### config.mk
export PLATFORM = sky130hd
export DESIGN_NAME = duplex_mailbox
export DESIGN_NICKNAME = d
export VERILOG_FILES = /design/src/rtl/mbox_pkg.sv /design/src/rtl/mbox_side_port.sv /design/src/rtl/mbox_channel.sv /design/src/rtl/duplex_mailbox.sv
export SDC_FILE = /design/constraint.sdc
export NUM_CORES = 1
export LEC_CHECK = 0
export BUFFER_PORTS_ARGS = -buffer_cell sky130_fd_sc_hd__buf_2
export CORE_UTILIZATION = 56
export CTS_CLUSTER_SIZE = 40
export DETAILED_ROUTE_END_ITERATION = 8
export PLACE_DENSITY = 0.91
export SLEW_MARGIN = 20
export SYNTH_ARGS = -nofsm -noshare
export SYNTH_HDL_FRONTEND = slang
export SYNTH_SLANG_ARGS = --single-unit
export TNS_END_PERCENT = 100
### constraint.sdc
create_clock -name clk -period 2.9 [get_ports clk]
set_clock_uncertainty 0.15 [all_clocks]
set_input_delay 0.725 -clock clk [delete_from_list [all_inputs] [get_ports clk]]
set_output_delay 0.725 -clock clk [all_outputs]
set_load 0.02 [all_outputs]
### src/rtl/mbox_pkg.sv
package mbox_pkg;

    localparam int WORD_W   = 32;
    localparam int NUM_REGS = 8;
    localparam int IDX_W    = $clog2(NUM_REGS);

    // register slots, byte offset = slot * 4
    localparam int SLOT_FWD_EN   = 0;
    localparam int SLOT_FWD_STAT = 1;
    localparam int SLOT_FWD_CMD  = 2;
    localparam int SLOT_FWD_DAT  = 3;
    localparam int SLOT_RET_EN   = 4;
    localparam int SLOT_RET_STAT = 5;
    localparam int SLOT_RET_CMD  = 6;
    localparam int SLOT_RET_DAT  = 7;

    localparam int BIT_IRQ_EN   = 0;
    localparam int BIT_TRIG_SEL = 8;
    localparam int MASK_SHIFT   = 16;

    typedef enum logic [1:0] {
        ST_IDLE     = 2'd0,
        ST_CMD_HELD = 2'd1,
        ST_PENDING  = 2'd2
    } chan_state_t;

endpackage

### src/rtl/mbox_side_port.sv
module mbox_side_port
    import mbox_pkg::*;
#(
    parameter int ADDR_W = 6
) (
    input  logic [ADDR_W-1:0]                 addr,
    input  logic                              we,
    input  logic [NUM_REGS-1:0][WORD_W-1:0]   reg_words,
    output logic [NUM_REGS-1:0]               wr_slot,
    output logic [WORD_W-1:0]                 rdata
);

    localparam int WINDOW_BYTES = NUM_REGS * 4;

    logic             in_window;
    logic [IDX_W-1:0] slot;
    logic [1:0]       unused_byte_lane;

    assign in_window        = ({{(32-ADDR_W){1'b0}}, addr} < WINDOW_BYTES);
    assign slot             = addr[IDX_W+1:2];
    assign unused_byte_lane = addr[1:0];

    generate
        for (genvar i = 0; i < NUM_REGS; i++) begin : g_strobe
            assign wr_slot[i] = we && in_window && (slot == IDX_W'(i));
        end
    endgenerate

    always_comb begin
        if (in_window) rdata = reg_words[slot];
        else           rdata = '0;
    end

    always_comb begin
        if (!in_window) begin
            AST_RESERVED_READ: assert (rdata == '0);
        end
    end

endmodule

### src/rtl/mbox_channel.sv
module mbox_channel
    import mbox_pkg::*;
#(
    parameter bit HAS_TRIG_SEL = 1'b1
) (
    input  logic              clk,
    input  logic              rst_n,
    input  logic              cmd_wr,
    input  logic              data_wr,
    input  logic [WORD_W-1:0] msg_wdata,
    input  logic              clr,
    input  logic              en_wr,
    input  logic              en_set,
    input  logic              en_msk,
    input  logic              trg_set,
    input  logic              trg_msk,
    output logic [WORD_W-1:0] cmd_q,
    output logic [WORD_W-1:0] data_q,
    output logic              pending,
    output logic              irq_en,
    output logic [WORD_W-1:0] en_word,
    output logic [WORD_W-1:0] stat_word
);

    chan_state_t state_q, state_d;
    logic        trig_q;
    logic        fire;

    // enable bit, masked write
    always_ff @(posedge clk or negedge rst_n) begin
        if (!rst_n)                irq_en <= 1'b0;
        else if (en_wr && en_msk)  irq_en <= en_set;
    end

    generate
        if (HAS_TRIG_SEL) begin : g_trig
            always_ff @(posedge clk or negedge rst_n) begin
                if (!rst_n)                trig_q <= 1'b0;
                else if (en_wr && trg_msk) trig_q <= trg_set;
            end
        end else begin : g_no_trig
            logic unused_trg;
            assign unused_trg = trg_set ^ trg_msk;
            assign trig_q     = 1'b0;
        end
    endgenerate

    assign fire = trig_q ? data_wr : cmd_wr;

    // state register
    always_ff @(posedge clk or negedge rst_n) begin
        if (!rst_n) state_q <= ST_IDLE;
        else        state_q <= state_d;
    end

    // next state: FIRE beats TAKE
    always_comb begin
        state_d = state_q;
        unique case (state_q)
            ST_IDLE: begin
                if (fire)                  state_d = ST_PENDING;
                else if (cmd_wr && trig_q) state_d = ST_CMD_HELD;
            end
            ST_CMD_HELD: begin
                if (fire)                  state_d = ST_PENDING;
            end
            ST_PENDING: begin
                if (fire)                  state_d = ST_PENDING;
                else if (clr)              state_d = ST_IDLE;
            end
            default:                       state_d = ST_IDLE;
        endcase
    end

    // message words
    always_ff @(posedge clk or negedge rst_n) begin
        if (!rst_n) begin
            cmd_q  <= '0;
            data_q <= '0;
        end else begin
            if (cmd_wr)  cmd_q  <= msg_wdata;
            if (data_wr) data_q <= msg_wdata;
        end
    end

    // outputs
    always_comb begin
        pending   = (state_q == ST_PENDING);
        stat_word = '0;
        stat_word[0] = pending;
        en_word   = '0;
        en_word[BIT_IRQ_EN]   = irq_en;
        en_word[BIT_TRIG_SEL] = trig_q;
    end

    AST_FIRE_WINS: assert property (@(posedge clk) disable iff (!rst_n)
        (fire && clr) |=> pending);
    AST_CLEAR_TAKES: assert property (@(posedge clk) disable iff (!rst_n)
        (clr && !fire && pending) |=> !pending);
    AST_CMD_HELD_VALUE: assert property (@(posedge clk) disable iff (!rst_n)
        !cmd_wr |=> $stable(cmd_q));
    AST_DATA_HELD_VALUE: assert property (@(posedge clk) disable iff (!rst_n)
        !data_wr |=> $stable(data_q));
    AST_ENABLE_MASK: assert property (@(posedge clk) disable iff (!rst_n)
        !(en_wr && en_msk) |=> $stable(irq_en));

endmodule

### src/rtl/duplex_mailbox.sv
module duplex_mailbox
    import mbox_pkg::*;
#(
    parameter int ADDR_W = 6
) (
    input  logic              clk,
    input  logic              rst_n,
    input  logic [ADDR_W-1:0] a_addr,
    input  logic              a_we,
    input  logic [31:0]       a_wdata,
    output logic [31:0]       a_rdata,
    output logic              a_irq,
    input  logic [ADDR_W-1:0] b_addr,
    input  logic              b_we,
    input  logic [31:0]       b_wdata,
    output logic [31:0]       b_rdata,
    output logic              b_irq
);

    logic [NUM_REGS-1:0]             a_wr, b_wr;
    logic [NUM_REGS-1:0][WORD_W-1:0] words;

    logic [WORD_W-1:0] fwd_cmd, fwd_dat, fwd_en_w, fwd_st_w;
    logic [WORD_W-1:0] ret_cmd, ret_dat, ret_en_w, ret_st_w;
    logic              fwd_pend, fwd_en, ret_pend, ret_en;
    logic              fwd_en_wr, ret_en_wr;
    logic [WORD_W-1:0] fwd_en_data, ret_en_data;

    mbox_side_port #(.ADDR_W(ADDR_W)) u_port_a (
        .addr(a_addr), .we(a_we), .reg_words(words),
        .wr_slot(a_wr), .rdata(a_rdata)
    );

    mbox_side_port #(.ADDR_W(ADDR_W)) u_port_b (
        .addr(b_addr), .we(b_we), .reg_words(words),
        .wr_slot(b_wr), .rdata(b_rdata)
    );

    // side A has priority on shared enable registers
    assign fwd_en_wr   = a_wr[SLOT_FWD_EN] || b_wr[SLOT_FWD_EN];
    assign fwd_en_data = a_wr[SLOT_FWD_EN] ? a_wdata : b_wdata;
    assign ret_en_wr   = a_wr[SLOT_RET_EN] || b_wr[SLOT_RET_EN];
    assign ret_en_data = a_wr[SLOT_RET_EN] ? a_wdata : b_wdata;

    mbox_channel #(.HAS_TRIG_SEL(1'b1)) u_fwd (
        .clk(clk), .rst_n(rst_n),
        .cmd_wr(a_wr[SLOT_FWD_CMD]), .data_wr(a_wr[SLOT_FWD_DAT]),
        .msg_wdata(a_wdata),
        .clr(b_wr[SLOT_FWD_STAT] && b_wdata[0]),
        .en_wr(fwd_en_wr),
        .en_set(fwd_en_data[BIT_IRQ_EN]),
        .en_msk(fwd_en_data[BIT_IRQ_EN + MASK_SHIFT]),
        .trg_set(fwd_en_data[BIT_TRIG_SEL]),
        .trg_msk(fwd_en_data[BIT_TRIG_SEL + MASK_SHIFT]),
        .cmd_q(fwd_cmd), .data_q(fwd_dat), .pending(fwd_pend),
        .irq_en(fwd_en), .en_word(fwd_en_w), .stat_word(fwd_st_w)
    );

    mbox_channel #(.HAS_TRIG_SEL(1'b0)) u_ret (
        .clk(clk), .rst_n(rst_n),
        .cmd_wr(b_wr[SLOT_RET_CMD]), .data_wr(b_wr[SLOT_RET_DAT]),
        .msg_wdata(b_wdata),
        .clr(a_wr[SLOT_RET_STAT] && a_wdata[0]),
        .en_wr(ret_en_wr),
        .en_set(ret_en_data[BIT_IRQ_EN]),
        .en_msk(ret_en_data[BIT_IRQ_EN + MASK_SHIFT]),
        .trg_set(ret_en_data[BIT_TRIG_SEL]),
        .trg_msk(ret_en_data[BIT_TRIG_SEL + MASK_SHIFT]),
        .cmd_q(ret_cmd), .data_q(ret_dat), .pending(ret_pend),
        .irq_en(ret_en), .en_word(ret_en_w), .stat_word(ret_st_w)
    );

    always_comb begin
        words                = '0;
        words[SLOT_FWD_EN]   = fwd_en_w;
        words[SLOT_FWD_STAT] = fwd_st_w;
        words[SLOT_FWD_CMD]  = fwd_cmd;
        words[SLOT_FWD_DAT]  = fwd_dat;
        words[SLOT_RET_EN]   = ret_en_w;
        words[SLOT_RET_STAT] = ret_st_w;
        words[SLOT_RET_CMD]  = ret_cmd;
        words[SLOT_RET_DAT]  = ret_dat;
    end

    always_ff @(posedge clk or negedge rst_n) begin
        if (!rst_n) begin
            a_irq <= 1'b0;
            b_irq <= 1'b0;
        end else begin
            a_irq <= ret_en && ret_pend;
            b_irq <= fwd_en && fwd_pend;
        end
    end

    AST_B_IRQ_FOLLOWS: assert property (@(posedge clk) disable iff (!rst_n)
        (fwd_en && fwd_pend) |=> b_irq);
    AST_A_IRQ_GATED: assert property (@(posedge clk) disable iff (!rst_n)
        !ret_en |=> !a_irq);
    AST_A_PRIORITY: assert property (@(posedge clk) disable iff (!rst_n)
        (a_wr[SLOT_RET_EN] && a_wdata[MASK_SHIFT]) |=> (ret_en == $past(a_wdata[0])));

endmodule

==> results.yml <==
sta:
  setup_viol: 0
  slew_headroom_pct: 72.0
  setup_tns_ns: 0
  rsz0062_at_grt: "no"
  hold_viol: 0
  setup_ws_ns: 0.0584
  clock.fmax_ghz: 0.352
  slew_viol_final: 0
  fin_crit_sh_pct: 98.0
  min_period_ns: 2.84
  worstMarginPinSlew_ns: 0.421
outcome:
  status: "complete, no violations"
setup_path:
  setup.worst_path.end_class: "output port"
  cp.arrival_ns: 1.97
  crit_buf_inv: 3
  crit_fanout: 7
  cp_data_required_time_ns: 2.03
  crit_family: "buffers and inverters"
  crit_slowest_cell: "mux4_2"
  cpPeakStageDelay_ns: 0.50
  start_kind: "input pin"
  crit_type: "in -> out"
  path_cells: "buf_4 -> clkbuf_16 -> mux4_2 -> nor2b_1 -> buf_2"
synth:
  yosys_warnings: 0
  yosysSeqAreaShare_pct: 46.6
  syn_area_per_cell_um2: 14.9
  synth_area_leaders: "dfrtp_1, mux2_2, mux4_2, nor2b_1, buf_2"
  synth.top_cell.area_share_pct: 46.6
  netlist_instances: 489
  synth_fa_ha_area_share_pct: 0
  synth_xor_area_share_pct: 0
  synth_mux_area_share_pct: 40.1
  synth.most_common_cell: "dfrtp_1"
  synthArstFlopShare_pct: 100
  synth_enable_flop_cells: 0
  synth_compound_area_share_pct: 2.57
  synth_commonest_cells: "dfrtp_1, mux2_2, mux4_2, nor2b_1, buf_2"
  yosys_register_bits: 136
  syn_area_um2: 7310
  ys_types: 35
  synth_simple_gate_area_share_pct: 7.88
  synth_nets: 569
  synth_top_family_by_area: "multiplexers"
  synth_flop_cell: "dfrtp_1"
  synth_area_leader_cell: "dfrtp_1"
floorplan:
  fp.dieW_um: 116
  initial_utilization_pct: 57.7
  rows: 41
  fp.dieArea_um2: 13500
  ios: 146
  die_h_um: 116
  core_area_um2: 12700
placed_design:
  place_ws_ns: 0.0130
  portBuffers: 141
  dp_hpwl_um: 12300
  gp_congestion: 0.871
  placed_area_um2: 8410
  dp_cells: 793
global_route:
  grt_pass1_vias: 5420
  grt_pass1_wl_um: 27900
  overflow: 0
  antenna_found_initial: 2
  grt_start_max_net_pins: 79
  grt_use_total_pct: 28.1
drt:
  avgRoutedWirePerCell_um: 21.9
  first_pass_iters: 5
  wl_um: 18100
  via_per_inst: 6.15
  drtIter0Drc: 339
  vias: 5086
  final_antenna_net_count: 0
  drc: 0
pwr:
  switching_share_pct: 26.9
  total_power_mw: 6.36
  ir_drop_uv: 502
  p_sw_mw: 1.71
  cellLeakagePower_nw: 4.07
  cellPowerDensity_nw_per_um2: 702
  combPwrFrac_pct: 23.7
  intPower_mw: 4.65
  seqPwrFrac_pct: 42.2
  p_clk_share_pct: 34.1
layout:
  area_growth_pct: 24.0
  final_cells: 827
  final_cell_area_um2: 9060
  antenna_cells: 0
  nets: 722
  drive_gt1_share_pct: 62.1
clock_network:
  clk_latency_ns: 0.41
  numCtsBuffers: 17
  post_cts_buffers: 0
  cts_tree: "yes"
  cts_sinks: 136
  clk_pin_slew_ns: 0.06
  cts.path.max_buffers: 2
  cts_root_buf: "clkbuf_16"
  htreeDepth: 4
  cts_hold_buf: 0
hold_path:
  hp-class: "in -> async"
flow_run:
  cap_violations: 0
[path summary, 6_finish.rpt]
check,slack [ns],cells past startpoint,end,start
min reg2reg,0.37,1,u_ret.data_q[6],u_ret.data_q[6]
min in group clk,0.37,1,u_ret.data_q[6],u_ret.data_q[6]
max reg2reg,1.80,2,u_fwd.state_q[0],u_fwd.trig_q
max in group asynchronous,1.86,2,u_fwd.data_q[9],rst_n
max,0.06,5,a_rdata[2],a_addr[2]
min,0.03,1,u_ret.data_q[27],rst_n
[what timing repair did]
item	CTS	global route
endpoints found under the setup margin	0	14
hold endpoints to repair	0	0
resized for setup	0	3
[cell type report]
cell class,instances,area (µm²)
well taps,172,215
clock buffers,18,439
flip-flops and latches,136,3400
repair buffers,172,1120
fillers,847,3610
clock inverters,14,156
inverters,3,11.3
multi-input cells,312,3710
[registers in the layout, summed over array words and instances (netlist names), 2 cells and up]
register       flops
u_ret.data_q      32
u_ret.cmd_q       32
u_fwd.state_q      2
u_fwd.cmd_q       32
u_fwd.data_q      32
[placed cells by master, fill, tap and decap left out, types with 2 or more instances in the layout]
cell	n
a211oi_1	4
a311oi_1	4
and2_1	3
dfrtp_1	136
mux2i_1	5
nand2b_1	2
buf_2	138
buf_4	19
nand2_1	5
clkbuf_16	19
o31ai_1	2
inv_1	3
clkinvlp_4	3
a21oi_1	3
nor2_1	5
and3_1	3
mux4_2	62
buf_12	11
nor2b_1	62
mux2_2	132
bufinv_16	3
clkinv_2	7
[power groups by stage]
stage	Sequential, mW	Combinational, mW	Clock (mW)
2_1_floorplan	2.59	1.12	0
3_3_place_gp	2.63	1.43	0
6_report	2.69	1.51	2.17
5_1_grt	2.74	1.61	2.28
4_1_cts	2.68	1.51	2.20
3_5_place_dp	2.70	1.50	0
[kinds of logic (layout without fill, tap and decap cells)]
group,count (synthesis),in the layout
buffers and inverters,41,207
AO/OA/AOI/OAI,22,22
AND/OR/NAND/NOR,91,91
multiplexers,199,199
flip-flops,136,136
[per-layer routing]
layer,track usage [%],routed length (µm),vias to the layer above,share of wire (%)
li1,-,-,2159,-
met1,33.5,6920,2650,38
met2,49.2,9420,244,52
met3,7.68,1430,29,7.9
met4,9.74,328,4,1.8
met5,0,27,-,0.15
[metrics by stage]
step / hold slack (ns) / util [%]
after floorplan: 0.279 / -
after global placement: 0.332 / 66.4
after detailed placement: 0.363 / 66.4
after CTS: 0.0223 / 71.1
after global routing: 0.0292 / 71.5
final: 0.0258 / 71.5
Note: power is estimated with default switching activity, not from simulation.
